==> src/rtl/ipi_pkg.sv <==
package ipi_pkg;

    localparam int unsigned DATA_W = 32;
    localparam int unsigned BE_W   = DATA_W / 8;

    typedef enum logic {
        MODE_MACHINE    = 1'b0,
        MODE_SUPERVISOR = 1'b1
    } swi_mode_e;

    typedef struct packed {
        logic              valid;
        logic [DATA_W-1:0] data;
    } rsp_t;

endpackage

==> src/rtl/ipi_addr_decode.sv <==
module ipi_addr_decode
    import ipi_pkg::*;
#(
    parameter int unsigned NUM_HARTS = 1,
    parameter int unsigned ADDR_W    = 12
) (
    input  logic                 req_valid_i,
    input  logic                 req_write_i,
    input  logic [ADDR_W-1:0]    req_addr_i,
    input  logic [BE_W-1:0]      req_be_i,
    output logic [NUM_HARTS-1:0] wr_hit_o,
    output logic [NUM_HARTS-1:0] rd_hit_o
);

    localparam int unsigned IDX_W = ADDR_W - 2;

    logic [IDX_W-1:0] word_idx;
    logic             aligned;
    logic             in_range;
    logic             full_word;
    logic             legal;

    always_comb begin
        word_idx  = req_addr_i[ADDR_W-1:2];
        aligned   = (req_addr_i[1:0] == 2'b00);
        in_range  = ({1'b0, word_idx} < (IDX_W+1)'(NUM_HARTS));
        full_word = (req_be_i == {BE_W{1'b1}});
        legal     = req_valid_i & aligned & in_range & full_word;
    end

    for (genvar h = 0; h < NUM_HARTS; h++) begin : g_hit
        logic sel;
        assign sel         = legal & (word_idx == IDX_W'(h));
        assign wr_hit_o[h] = sel & req_write_i;
        assign rd_hit_o[h] = sel & ~req_write_i;
    end

endmodule

==> src/rtl/ipi_pend_cell.sv <==
module ipi_pend_cell
    import ipi_pkg::*;
#(
    parameter swi_mode_e MODE = MODE_MACHINE
) (
    input  logic clk_i,
    input  logic rst_ni,
    input  logic wr_hit_i,
    input  logic wr_bit_i,
    input  logic ack_i,
    output logic pend_o
);

    typedef struct packed {
        logic pend;
    } cell_t;

    cell_t st_d, st_q;

    always_comb begin
        st_d = st_q;
        if (MODE == MODE_MACHINE) begin
            if (wr_hit_i) begin
                st_d.pend = wr_bit_i;
            end
        end else begin
            if (wr_hit_i && wr_bit_i) begin
                st_d.pend = 1'b1;
            end else if (ack_i) begin
                st_d.pend = 1'b0;
            end
        end
    end

    always_ff @(posedge clk_i or negedge rst_ni) begin
        if (!rst_ni) begin
            st_q <= '0;
        end else begin
            st_q <= st_d;
        end
    end

    assign pend_o = st_q.pend;

endmodule

==> src/rtl/ipi_read_rsp.sv <==
module ipi_read_rsp
    import ipi_pkg::*;
#(
    parameter int unsigned NUM_HARTS = 1,
    parameter swi_mode_e   MODE      = MODE_MACHINE
) (
    input  logic                 clk_i,
    input  logic                 rst_ni,
    input  logic                 rd_req_i,
    input  logic [NUM_HARTS-1:0] rd_hit_i,
    input  logic [NUM_HARTS-1:0] pend_i,
    output logic                 rsp_valid_o,
    output logic [DATA_W-1:0]    rsp_rdata_o
);

    rsp_t rsp_d, rsp_q;
    logic hit_bit;

    always_comb begin
        hit_bit    = |(rd_hit_i & pend_i);
        rsp_d      = '0;
        rsp_d.valid = rd_req_i;
        if (rd_req_i && (MODE == MODE_MACHINE)) begin
            rsp_d.data[0] = hit_bit;
        end
    end

    always_ff @(posedge clk_i or negedge rst_ni) begin
        if (!rst_ni) begin
            rsp_q <= '0;
        end else begin
            rsp_q <= rsp_d;
        end
    end

    assign rsp_valid_o = rsp_q.valid;
    assign rsp_rdata_o = rsp_q.data;

endmodule

==> src/rtl/ipi_doorbell.sv <==
module ipi_doorbell
    import ipi_pkg::*;
#(
    parameter int unsigned NUM_HARTS = 1,
    parameter int unsigned ADDR_W    = 12,
    parameter swi_mode_e   MODE      = MODE_MACHINE
) (
    input  logic                 clk_i,
    input  logic                 rst_ni,
    input  logic                 req_valid_i,
    input  logic                 req_write_i,
    input  logic [ADDR_W-1:0]    req_addr_i,
    input  logic [31:0]          req_wdata_i,
    input  logic [3:0]           req_be_i,
    output logic                 rsp_valid_o,
    output logic [31:0]          rsp_rdata_o,
    input  logic [NUM_HARTS-1:0] ack_i,
    output logic [NUM_HARTS-1:0] swi_o
);

    logic [NUM_HARTS-1:0] wr_hit;
    logic [NUM_HARTS-1:0] rd_hit;
    logic [NUM_HARTS-1:0] pend;
    logic                 rd_req;
    logic [30:0]          unused_wdata_hi;

    assign unused_wdata_hi = req_wdata_i[31:1];
    assign rd_req          = req_valid_i & ~req_write_i;

    ipi_addr_decode #(
        .NUM_HARTS (NUM_HARTS),
        .ADDR_W    (ADDR_W)
    ) u_decode (
        .req_valid_i (req_valid_i),
        .req_write_i (req_write_i),
        .req_addr_i  (req_addr_i),
        .req_be_i    (req_be_i),
        .wr_hit_o    (wr_hit),
        .rd_hit_o    (rd_hit)
    );

    for (genvar h = 0; h < NUM_HARTS; h++) begin : g_cell
        ipi_pend_cell #(
            .MODE (MODE)
        ) u_cell (
            .clk_i    (clk_i),
            .rst_ni   (rst_ni),
            .wr_hit_i (wr_hit[h]),
            .wr_bit_i (req_wdata_i[0]),
            .ack_i    (ack_i[h]),
            .pend_o   (pend[h])
        );
    end

    ipi_read_rsp #(
        .NUM_HARTS (NUM_HARTS),
        .MODE      (MODE)
    ) u_rsp (
        .clk_i       (clk_i),
        .rst_ni      (rst_ni),
        .rd_req_i    (rd_req),
        .rd_hit_i    (rd_hit),
        .pend_i      (pend),
        .rsp_valid_o (rsp_valid_o),
        .rsp_rdata_o (rsp_rdata_o)
    );

    assign swi_o = pend;

endmodule

==> config.mk <==
export PLATFORM = sky130hd
export DESIGN_NAME = ipi_doorbell
export DESIGN_NICKNAME = d
export VERILOG_FILES = /design/src/rtl/ipi_pkg.sv /design/src/rtl/ipi_addr_decode.sv /design/src/rtl/ipi_pend_cell.sv /design/src/rtl/ipi_read_rsp.sv /design/src/rtl/ipi_doorbell.sv
export SDC_FILE = /design/constraint.sdc
export NUM_CORES = 1
export LEC_CHECK = 0
export BUFFER_PORTS_ARGS = -buffer_cell sky130_fd_sc_hd__buf_2
export CELL_PAD_IN_SITES_DETAIL_PLACEMENT = 1
export CELL_PAD_IN_SITES_GLOBAL_PLACEMENT = 1
export CORE_MARGIN = 5
export CORE_UTILIZATION = 11
export DETAILED_ROUTE_END_ITERATION = 7
export GPL_TIMING_DRIVEN = 1
export PLACE_DENSITY_LB_ADDON = 0.1
export SYNTH_ARGS = -nofsm -noshare
export SYNTH_HDL_FRONTEND = slang
export SYNTH_SLANG_ARGS = --single-unit
==> constraint.sdc <==
create_clock -name clk_i -period 1 [get_ports clk_i]
set_clock_uncertainty 0.2 [all_clocks]
set_input_delay 0 -clock clk_i [delete_from_list [all_inputs] [get_ports clk_i]]
set_output_delay 0 -clock clk_i [all_outputs]
set_load 0.01 [all_outputs]
==> results of run 1 <==
-- registers in the layout, indices dropped and copies added, names as in the netlist --
register / count
u_rsp.rsp_valid_o: 1
u_rsp.rsp_rdata_o: 1
g_cell.u_cell.pend_o: 1
-- layer usage --
| metal | vias up | track usage (%) |
|---|---|---|
| li1 | 157 | - |
| met1 | 138 | 2.43 |
| met2 | 17 | 7.65 |
| met3 | 0 | 0.982 |
| met4 | 0 | 2.51 |
| met5 | - | 0 |
-- stage by stage --
stage	power, W	area, um2	hold slack (ns)
after floorplan	0.000279	526	-0.496
after global routing	0.000636	592	-0.174
after global placement	0.000244	483	-0.396
after detailed placement	0.000242	483	-0.402
final	0.000608	592	-0.168
after CTS	0.000615	599	-0.177
-- critical path: cells and delay by family --
| family | cells | cell delay (ns) |
|---|---|---|
| AND/OR/NAND/NOR | 3 | 0.55 |
| buffers and inverters | 1 | 0.09 |
| multiplexers | 1 | 0.31 |
-- area by class of cell --
cell class	instances	area, um2	area share (%)
multi-input combinational	44	238	40.2
timing repair buffer	28	174	29.4
sequential	3	75.1	12.7
tap	48	60.1	10.1
clock buffer	4	45.0	7.61
-- kinds of logic (layout without fill, tap and decap cells) --
group | after synthesis | after routing | share of synthesized area, %
muxes | 1 | 1 | 2.73
and+or+nand+nor | 12 | 12 | 21.8
DFF | 3 | 3 | 18.2
other | 1 | 31 | 0.908
buffers and inverters | 31 | 32 | 56.4
-- final timing paths --
kind	to	slack [ns]
worst min-delay path	g_cell[0].u_cell.pend_o	-0.17
worst max register to register	g_cell[0].u_cell.pend_o	0.04
worst min register to register	g_cell[0].u_cell.pend_o	0.35
worst max-delay path	g_cell[0].u_cell.pend_o	-0.06
min in group asynchronous	u_rsp.rsp_rdata_o[0]	0.46
max in group asynchronous	u_rsp.rsp_valid_o	0.03
-- placed cells by master (no fill, tap or decap) --
cell            n
nor3_1          1
nand2_1         1
nand4_1         3
clkbuf_1        1
dfrtp_1         3
mux2_4          1
buf_2          21
nor4b_1         1
conb_1         31
nor2_1          2
clkbuf_8        3
nand2b_4        1
buf_4           2
buf_6           3
dlygate4sd3_1   2
nor2b_1         1
nor4_4          2
-- power by group through the flow --
stage	Combinational, W	Clock (W)	Sequential [W]
floorplan	0.000151	0	0.000127
CTS	0.000132	0.000359	0.000125
global route	0.000148	0.000363	0.000125
finish	0.000134	0.000349	0.000125
global placement	0.000118	0	0.000126
detailed placement	0.000116	0	0.000126
-- what timing repair did --
item | 4_1_cts | 5_1_grt
buffers inserted | 2 | 0
endpoints found under the setup margin | 2 | 3
endpoints found under the hold margin | 6 | 3
resized for setup | 6 | 0
pin swaps | 3 | 3
==> flow_metrics.env, run 1 <==
export IMPL_run_status="finished with violations"
export IMPL_violated_checks="hold timing, setup timing"
export IMPL_timing_hold_worst_path_depth=2
export IMPL_via_count_of_the_first_global_routing_pass=327
export IMPL_synth_cells_most_frequent="31 x buf_4, 3 x dfrtp_1, 3 x nand4_1"
export IMPL_report_final_slew_viol_count=0
export IMPL_cts_inserted_buffers=3
export IMPL_cts_root_buffer="clkbuf_8"
export IMPL_worstHoldStart="req_wdata_i[0]"
export IMPL_dr_wl_met2_um=695
export IMPL_design_portCount=87
export IMPL_static_leak_nw=0.317
export IMPL_gpl_final_weighted_congestion=0.643
export IMPL_synth_main_ff_cell="dfrtp_1"
export IMPL_antenna_violations_before_repair=0
export IMPL_rsz_0062_raised_after_global_routing="true"
export IMPL_post_cts_hold_buffer_count=2
export IMPL_largest_net_degree_at_the_start_of_global_routing=4
export IMPL_wire_length_the_detailed_router_placed_on_met1_um=269
export IMPL_timing_rr_start="g_cell[0].u_cell.pend_o"
export IMPL_grt_pass1_wl_mm=1.35
export IMPL_synth_async_sr_flop_share_pct=100
export IMPL_design_core_area_mm2=0.00366
export IMPL_critPathSlowestCell="mux2_4"
export IMPL_place_detailed_instances=120
export IMPL_crit_type="in2reg"
export IMPL_synth_ff_latch_count=3
export IMPL_power_combinational_fraction_pct=22.1
export IMPL_cts_clk_slew_worst_paths_ns=0.03
export IMPL_drt_pass1_iterations=2
export IMPL_dieHeight_um=71.3
export IMPL_yosys_cell_count_top_type="buf_4"
export IMPL_routed_via_count=312
export IMPL_clock_power_share_pct=57.4
export IMPL_timing_reg2reg_worst_path_depth=1
export IMPL_cp_data_required_time_ns=0.89
export IMPL_power_switching_fraction_pct=26.9
export IMPL_clk_latency_ns=0.21
export IMPL_p_sw_w=0.000163
export IMPL_vdd_ir_drop_worst_v=0.000223
export IMPL_clock_sink_count=3
export IMPL_hold_ws_ns=-0.168
export IMPL_die_w_um=71.3
export IMPL_post_synthesis_average_cell_area_um2=8.60
export IMPL_slowest_delay_ns=0.31
export IMPL_route_antenna_remaining_nets=0
export IMPL_synthesis_warnings=0
export IMPL_timing_fmax_mhz=943
export IMPL_seq_area_frac_synth_pct=18.2
export IMPL_startpoint_type="input port"
export IMPL_period_share_pct=106
export IMPL_final_core_util_pct=16.2
export IMPL_routed_wl_met3_um=86
export IMPL_port_buffers=23
export IMPL_finalNonFillerCells=127
export IMPL_final_nets=133
export IMPL_synthCells=48
export IMPL_highest_metal_used="met3"
export IMPL_synth_area_um2=413
export IMPL_sequential_cell_fraction_of_total_power_pct=20.5
export IMPL_tritoncts="done"
export IMPL_detail_route_drc_violations=0
export IMPL_worst_setup_path_startpoint="req_addr_i[5]"
export IMPL_yosys_cell_types_count=13
export IMPL_globalRoute_totalOverflow=0
export IMPL_totalWireLength_mm=1.05
export IMPL_post_route_worst_setup_slack_ns=-0.0607
export IMPL_num_fill_cells=445
export IMPL_antennaDiodeCount=0
export IMPL_maxCapViolations=0
export IMPL_p_int_w=0.000444
export IMPL_die_footprint_mm2=0.00508
export IMPL_powerDensity_mw_per_mm2=1030
export IMPL_drive_gt1_share_pct=41.8
export IMPL_starting_density_of_the_core_pct=11.3
export IMPL_post_place_ws_ns=-0.303
export IMPL_worstPathArrival_ns=0.96
export IMPL_timing_critical_path_to_type="flop"
export IMPL_post_route_min_period_ns=1.06
export IMPL_synth_edff_count=0
export IMPL_vias_per_cell=2.46
export IMPL_crit_path_max_fanout=2
export IMPL_synth_top_cell_area_share_pct=56.4
export IMPL_min_delay_path_class="in2reg"
export IMPL_cts_htree_levels=1
export IMPL_layout_area_overhead_vs_synth_pct=43.3
export IMPL_path_cells="buf_6, nand2b_4, nor4_4, nand4_1, mux2_4"
export IMPL_detailedPlacementHpwl_um=964
export IMPL_grt_use_total_pct=3.55
export IMPL_routed_wire_length_per_instance_um=8.28
export IMPL_yosysTopAreaCell="buf_4"
export IMPL_setup_viol_count_final=2
export IMPL_cts_root_to_sink_buffers=2
export IMPL_first_iter_violations=3
export IMPL_fin_setup_tns_ns=-0.0941
export IMPL_timing_final_hold_violations=3
export IMPL_post_synth_main_area_contributors="buf_4 56%, dfrtp_1 18%, nor4_4 5.2%"
export IMPL_rows=22
No activity file was read; power rests on OpenSTA's default activity.
==> run 2: changes to the inputs <==
--- a/config.mk
+++ b/config.mk
@@ -5,11 +5,12 @@
 export SDC_FILE = /design/constraint.sdc
 export NUM_CORES = 1
 export LEC_CHECK = 0
+export ABC_AREA = 1
 export BUFFER_PORTS_ARGS = -buffer_cell sky130_fd_sc_hd__buf_2
 export CELL_PAD_IN_SITES_DETAIL_PLACEMENT = 1
 export CELL_PAD_IN_SITES_GLOBAL_PLACEMENT = 1
 export CORE_MARGIN = 5
-export CORE_UTILIZATION = 11
+export CORE_UTILIZATION = 12
 export DETAILED_ROUTE_END_ITERATION = 7
 export GPL_TIMING_DRIVEN = 1
 export PLACE_DENSITY_LB_ADDON = 0.1
==> flow_metrics.env, run 2 <==
export IMPL_routed_via_count=438
export IMPL_detailedPlacementHpwl_mm=1.18
export IMPL_report_final_slew_viol_count=0
export IMPL_period_share_pct=97.7
export IMPL_rows=23
export IMPL_grt_use_total_pct=4.31
export IMPL_synth_main_ff_cell="dfrtp_1"
export IMPL_post_cts_hold_buffer_count=3
export IMPL_timing_final_hold_violations=3
export IMPL_post_synth_xor_area_fraction_pct=0
export IMPL_post_synth_main_area_contributors="buf_4 48%, dfrtp_1 16%, nor2_1 9.3%"
export IMPL_grt_util_met3_pct=0.958
export IMPL_route_antenna_remaining_nets=0
export IMPL_final_nets=160
export IMPL_post_route_worst_setup_slack_ns=0.0231
export IMPL_powerDensity_mw_per_mm2=993
export IMPL_drt_pass1_iterations=2
export IMPL_synth_simple_area_share_pct=27.7
export IMPL_synthAdderAreaFrac_pct=0
export IMPL_power_w=0.000619
export IMPL_cts_root_to_sink_buffers=2
export IMPL_globalRoute_totalOverflow=0
export IMPL_tritoncts="done"
export IMPL_dieHeight_um=73.4
export IMPL_drive_gt1_share_pct=26.4
export IMPL_die_footprint_mm2=0.00539
export IMPL_cts_root_buffer="clkbuf_8"
export IMPL_post_place_ws_ns=-0.0235
export IMPL_layout_area_overhead_vs_synth_pct=29.0
export IMPL_antennaDiodeCount=0
export IMPL_setup_viol_count_final=0
export IMPL_cts_htree_levels=1
export IMPL_synth_area_um2=483
export IMPL_design_portCount=87
export IMPL_globalRouteMet1Util_pct=4.81
export IMPL_via_count_of_the_first_global_routing_pass=425
export IMPL_crit_type="in2reg"
export IMPL_detail_route_drc_violations=0
export IMPL_violated_checks="hold timing"
export IMPL_rsz_0062_raised_after_global_routing="false"
export IMPL_met2_usage_pct=7.48
export IMPL_synthesis_warnings=0
export IMPL_yosys_mux_area_fraction_pct=0
export IMPL_synth_compound_area_share_pct=0
export IMPL_first_iter_violations=1
export IMPL_vdd_ir_drop_worst_v=0.000224
export IMPL_post_route_min_period_ns=0.977
export IMPL_clock_sink_count=3
export IMPL_static_leak_nw=0.363
export IMPL_ctsResizeCount=0
export IMPL_cts_clk_slew_worst_paths_ns=0.03
export IMPL_largest_net_degree_at_the_start_of_global_routing=5
export IMPL_maxCapViolations=0
export IMPL_gpl_final_weighted_congestion=0.641
export IMPL_hold_ws_ns=-0.203
export IMPL_grt_pass1_wl_mm=1.81
export IMPL_worstHoldStart="req_write_i"
export IMPL_timing_fmax_mhz=1020
export IMPL_grt_busiest_layer="met2"
export IMPL_final_core_util_pct=15.8
export IMPL_die_w_um=73.4
export IMPL_timing_critical_path_to_type="flop"
export IMPL_synth_edff_count=0
export IMPL_clk_latency_ns=0.21
export IMPL_synth_top_cell_area_share_pct=48.2
export IMPL_cts_inserted_buffers=3
export IMPL_run_status="finished with violations"
export IMPL_synth_cells_most_frequent="31 x buf_4, 12 x nor2_1, 11 x nand2_1"
export IMPL_totalWireLength_mm=1.29
export IMPL_startpoint_type="input port"
export IMPL_seq_area_frac_synth_pct=15.5
export IMPL_most_common_layout_cells="31 x conb_1, 23 x buf_2, 12 x nor2_1"
export IMPL_timing_rr_start="g_cell[0].u_cell.pend_o"
export IMPL_fin_setup_tns_ns=0
export IMPL_yosys_cell_count_top_type="buf_4"
export IMPL_most_common_library_cell_in_the_layout_ignoring_fill_and_taps="conb_1"
export IMPL_routed_wire_length_per_instance_um=8.25
export IMPL_synth_ff_latch_count=3
export IMPL_crit_path_max_fanout=1
export IMPL_yosys_cell_types_count=9
export IMPL_cp_data_required_time_ns=0.91
export IMPL_starting_density_of_the_core_pct=12.3
export IMPL_synth_async_sr_flop_share_pct=100
export IMPL_synthCells=76
export IMPL_worstPathArrival_ns=0.88
export IMPL_yosysTopAreaCell="buf_4"
export IMPL_worst_setup_path_startpoint="req_wdata_i[0]"
export IMPL_port_buffers=23
export IMPL_min_delay_path_class="in2reg"
export IMPL_synth_top_family_by_area="buffers and inverters"
export IMPL_post_synthesis_average_cell_area_um2=6.35
export IMPL_vias_per_cell=2.81
export IMPL_design_core_area_mm2=0.00394
export IMPL_antenna_violations_before_repair=0
run 2: changes by cell type in the layout (fill, tap and decap cells not counted), sizes merged:
cell,before,now
nand2,1,11
nor4,2,0
nand4,3,5
nor4b,1,0
dlygate4sd3,2,3
nand2b,1,0
nor3,1,0
nor2,2,13
buf,26,24
mux2,1,0
nor2b,1,0
inv,0,10
nand3,0,2
run 2: kinds of logic (layout without fill, tap and decap cells):
family / after synthesis / after routing
buf+inv: 41 / 41
other cells: 1 / 31
simple gates: 31 / 31
flops: 3 / 3
run 2: final cells by class:
type / instances / area [um2]
well taps: 50 / 62.6
repair buffers: 27 / 153
flip-flops and latches: 3 / 75.1
inverters: 10 / 37.5
clock buffers: 4 / 45.0
multi-input cells: 62 / 250
fillers: 498 / 3320
run 2: per-stage QoR:
stage,cells,area [um2]
floorplan,106,596
CTS,156,623
global route,156,623
detailed placement,149,548
global placement,149,548
finish,156,623
run 2: per-layer routing:
metal | part of all wire (%) | wire (um)
met2 | 54 | 695
met4 | 0 | 0
met1 | 36 | 469
met5 | 0 | 0
met3 | 9.5 | 122
run 2: path summary, 6_finish.rpt:
check / end / slack, ns / cells after the start
worst min register to register: u_rsp.rsp_rdata_o[0] / 0.35 / 2
worst max-delay path: g_cell[0].u_cell.pend_o / 0.02 / 6
worst max register to register: g_cell[0].u_cell.pend_o / 0.10 / 4
max in group asynchronous: u_rsp.rsp_valid_o / 0.04 / 3
min in group asynchronous: g_cell[0].u_cell.pend_o / 0.45 / 3
worst min-delay path: u_rsp.rsp_valid_o / -0.20 / 2
run 2: power by group:
group,total [W],internal [W],switching [W],leakage [nW]
clock,0.000349,0.000272,0.0000776,0.0228
combinational,0.000145,0.0000485,0.0000965,0.304
sequential,0.000125,0.000124,0.000000457,0.0356
run 2: critical path: stages:
cell	delay, ns
dlygate4sd3_1	0.53
buf_2	0.12
inv_1	0.05
nand4_1	0.08
nand2_1	0.07
inv_1	0.03
run 2: timing repair:
action / CTS / global route
setup endpoints to repair: 0 / 1
buffers inserted: 0 / 0
hold endpoints to repair: 6 / 3
==> run 3: changes to the inputs <==
--- a/config.mk
+++ b/config.mk
@@ -6,7 +6,7 @@
 export NUM_CORES = 1
 export LEC_CHECK = 0
 export ABC_AREA = 1
-export BUFFER_PORTS_ARGS = -buffer_cell sky130_fd_sc_hd__buf_2
+export BUFFER_PORTS_ARGS = -buffer_cell sky130_fd_sc_hd__buf_4
 export CELL_PAD_IN_SITES_DETAIL_PLACEMENT = 1
 export CELL_PAD_IN_SITES_GLOBAL_PLACEMENT = 1
 export CORE_MARGIN = 5
@@ -14,6 +14,7 @@
 export DETAILED_ROUTE_END_ITERATION = 7
 export GPL_TIMING_DRIVEN = 1
 export PLACE_DENSITY_LB_ADDON = 0.1
+export RECOVER_POWER = 50
 export SYNTH_ARGS = -nofsm -noshare
 export SYNTH_HDL_FRONTEND = slang
 export SYNTH_SLANG_ARGS = --single-unit
==> constraint.sdc (replaced) <==
create_clock -name clk_i -period 1 [get_ports clk_i]
set_clock_uncertainty 0.2 [all_clocks]
set_input_delay 0 -clock clk_i [delete_from_list [all_inputs] [get_ports clk_i]]
set_output_delay 0 -clock clk_i [all_outputs]
set_load 0.1 [all_outputs]
==> flow_metrics.env, run 3 (synthesis gave the netlist of run 2 again) <==
export IMPL_run_status="finished with violations"
export IMPL_violated_checks="hold timing, setup timing"
export IMPL_totalWireLength_mm=1.31
export IMPL_timing_final_hold_violations=2
export IMPL_routed_wire_length_per_instance_um=8.38
export IMPL_cts_htree_levels=1
export IMPL_crit_type="reg2out"
export IMPL_starting_density_of_the_core_pct=12.3
export IMPL_clock_sink_count=3
export IMPL_globalRoute_totalOverflow=0
export IMPL_most_common_layout_cells="31 x conb_1, 20 x buf_4, 11 x nand2_1, 11 x nor2_1, 9 x inv_1"
export IMPL_via_count_of_the_first_global_routing_pass=471
export IMPL_power_switching_fraction_pct=57.8
export IMPL_post_route_min_period_ns=1.08
export IMPL_rsz_0062_raised_after_global_routing="true"
export IMPL_crit_path_max_fanout=3
export IMPL_highest_metal_used="met3"
export IMPL_vdd_ir_drop_worst_v=0.000224
export IMPL_final_area_um2=711
export IMPL_maxCapViolations=0
export IMPL_p_sw_w=0.000644
export IMPL_timing_fmax_mhz=922
export IMPL_cts_inserted_buffers=3
export IMPL_clk_latency_ns=0.21
export IMPL_route_antenna_remaining_nets=0
export IMPL_report_final_slew_viol_count=0
export IMPL_detail_route_drc_violations=0
export IMPL_critPathSlowestCell="dfrtp_4"
export IMPL_powerDensity_mw_per_mm2=1570
export IMPL_rows=23
export IMPL_routed_via_count=431
export IMPL_power_combinational_fraction_pct=57.2
export IMPL_startpoint_type="flop"
export IMPL_detailedPlacementHpwl_mm=1.18
export IMPL_post_place_ws_ns=-0.0189
export IMPL_antenna_violations_before_repair=0
export IMPL_grt_use_total_pct=4.54
export IMPL_setup_viol_count_final=2
export IMPL_hold_ws_ns=-0.104
export IMPL_grt_pass1_wl_mm=1.88
export IMPL_cp_data_required_time_ns=0.80
export IMPL_worstPathArrival_ns=0.88
export IMPL_gpl_final_weighted_congestion=0.658
export IMPL_place_detailed_instances=149
export IMPL_largest_net_degree_at_the_start_of_global_routing=5
export IMPL_final_core_util_pct=18.0
export IMPL_finalNonFillerCells=156
export IMPL_die_footprint_mm2=0.00539
export IMPL_routed_wl_met3_um=112
export IMPL_period_share_pct=108
export IMPL_sequential_cell_fraction_of_total_power_pct=11.3
export IMPL_static_leak_nw=0.387
export IMPL_wire_length_the_detailed_router_placed_on_met1_um=448
export IMPL_cts_root_to_sink_buffers=2
export IMPL_timing_critical_path_to_type="output pin"
export IMPL_top_cell_family_by_delay_on_the_critical_path="flip-flops"
export IMPL_tritoncts="done"
export IMPL_first_iter_violations=4
export IMPL_drt_pass1_iterations=4
export IMPL_dr_wl_met2_um=747
export IMPL_path_cells="buf_12"
export IMPL_design_core_area_mm2=0.00394
export IMPL_cts_root_buffer="clkbuf_8"
export IMPL_antennaDiodeCount=0
export IMPL_num_fill_cells=503
export IMPL_dieHeight_um=73.4
export IMPL_slowest_delay_ns=0.49
export IMPL_clock_power_share_pct=31.5
export IMPL_design_portCount=87
export IMPL_post_route_worst_setup_slack_ns=-0.0846
export IMPL_vias_per_cell=2.76
export IMPL_final_nets=160
export IMPL_placement_cell_area_um2=612
export IMPL_die_w_um=73.4
export IMPL_layout_area_overhead_vs_synth_pct=47.2
export IMPL_worst_path_buf_inv=1
export IMPL_cts_clk_slew_worst_paths_ns=0.03
export IMPL_drive_gt1_share_pct=31.1
export IMPL_min_delay_path_class="in2reg"
export IMPL_port_buffers=23
export IMPL_most_common_library_cell_in_the_layout_ignoring_fill_and_taps="conb_1"
export IMPL_p_int_w=0.000470
## run 3: cell types whose count changed in the layout (fill, tap and decap cells not counted), moves of 2 or more
cell	previous run	this run
dfrtp_2	0	2
buf_4	1	20
dfrtp_1	3	0
buf_2	23	0
## run 3: path summary, 6_finish.rpt
check | from | to | slack [ns] | cells past startpoint
worst max-delay path | g_cell[0].u_cell.pend_o | swi_o | -0.08 | 1
worst min-delay path | req_wdata_i[0] | g_cell[0].u_cell.pend_o | -0.10 | 5
worst max register to register | g_cell[0].u_cell.pend_o | g_cell[0].u_cell.pend_o | 0.01 | 4
worst min register to register | g_cell[0].u_cell.pend_o | g_cell[0].u_cell.pend_o | 0.43 | 4
max in group asynchronous | rst_ni | g_cell[0].u_cell.pend_o | 0.01 | 3
min in group asynchronous | rst_ni | u_rsp.rsp_rdata_o[0] | 0.46 | 3
## run 3: layer usage
metal | GRT usage (%) | up-vias
li1 | - | 227
met1 | 4.48 | 182
met2 | 8.27 | 22
met3 | 1.09 | 0
met4 | 3.02 | 0
met5 | 0 | -
## run 3: what timing repair did
item / in CTS / in global routing
setup buffers: 0 / 0
endpoints found under the setup margin: 3 / 4
hold buffers: 4 / 1
gates resized for setup: 5 / 2
pin swaps: 0 / 1
hold endpoints to repair: 6 / 3
## run 3: power by group through the flow
stage | clock network, W | logic, W | registers (W)
after floorplan | 0 | 0.000622 | 0.000142
after global placement | 0 | 0.000623 | 0.000127
after detailed placement | 0 | 0.000622 | 0.000127
after CTS | 0.000365 | 0.000636 | 0.000126
after global routing | 0.000367 | 0.000659 | 0.000126
final | 0.000351 | 0.000637 | 0.000126
## run 3: per-stage QoR
step | setup TNS (ns) | hold WS (ns) | total power, W
5_1_grt | -0.210 | -0.0731 | 0.00115
3_3_place_gp | -0.0155 | -0.409 | 0.000750
2_1_floorplan | -0.176 | -0.496 | 0.000765
4_1_cts | -0.221 | -0.155 | 0.00113
3_5_place_dp | -0.0189 | -0.409 | 0.000749
6_report | -0.0906 | -0.104 | 0.00111
## run 3: cell type report
class	count	area (um2)	area share, %
Tap cell	50	62.6	8.80
Clock buffer	4	45.0	6.34
Multi-Input combinational cell	62	253	35.6
Timing Repair Buffer	27	231	32.6
Sequential cell	3	81.3	11.4
Inverter	10	37.5	5.28
## run 3: worst min-delay path, delay by kind of cell
kind | cells | cell delay [ns]
buf+inv | 3 | 0.15
simple gates | 2 | 0.12
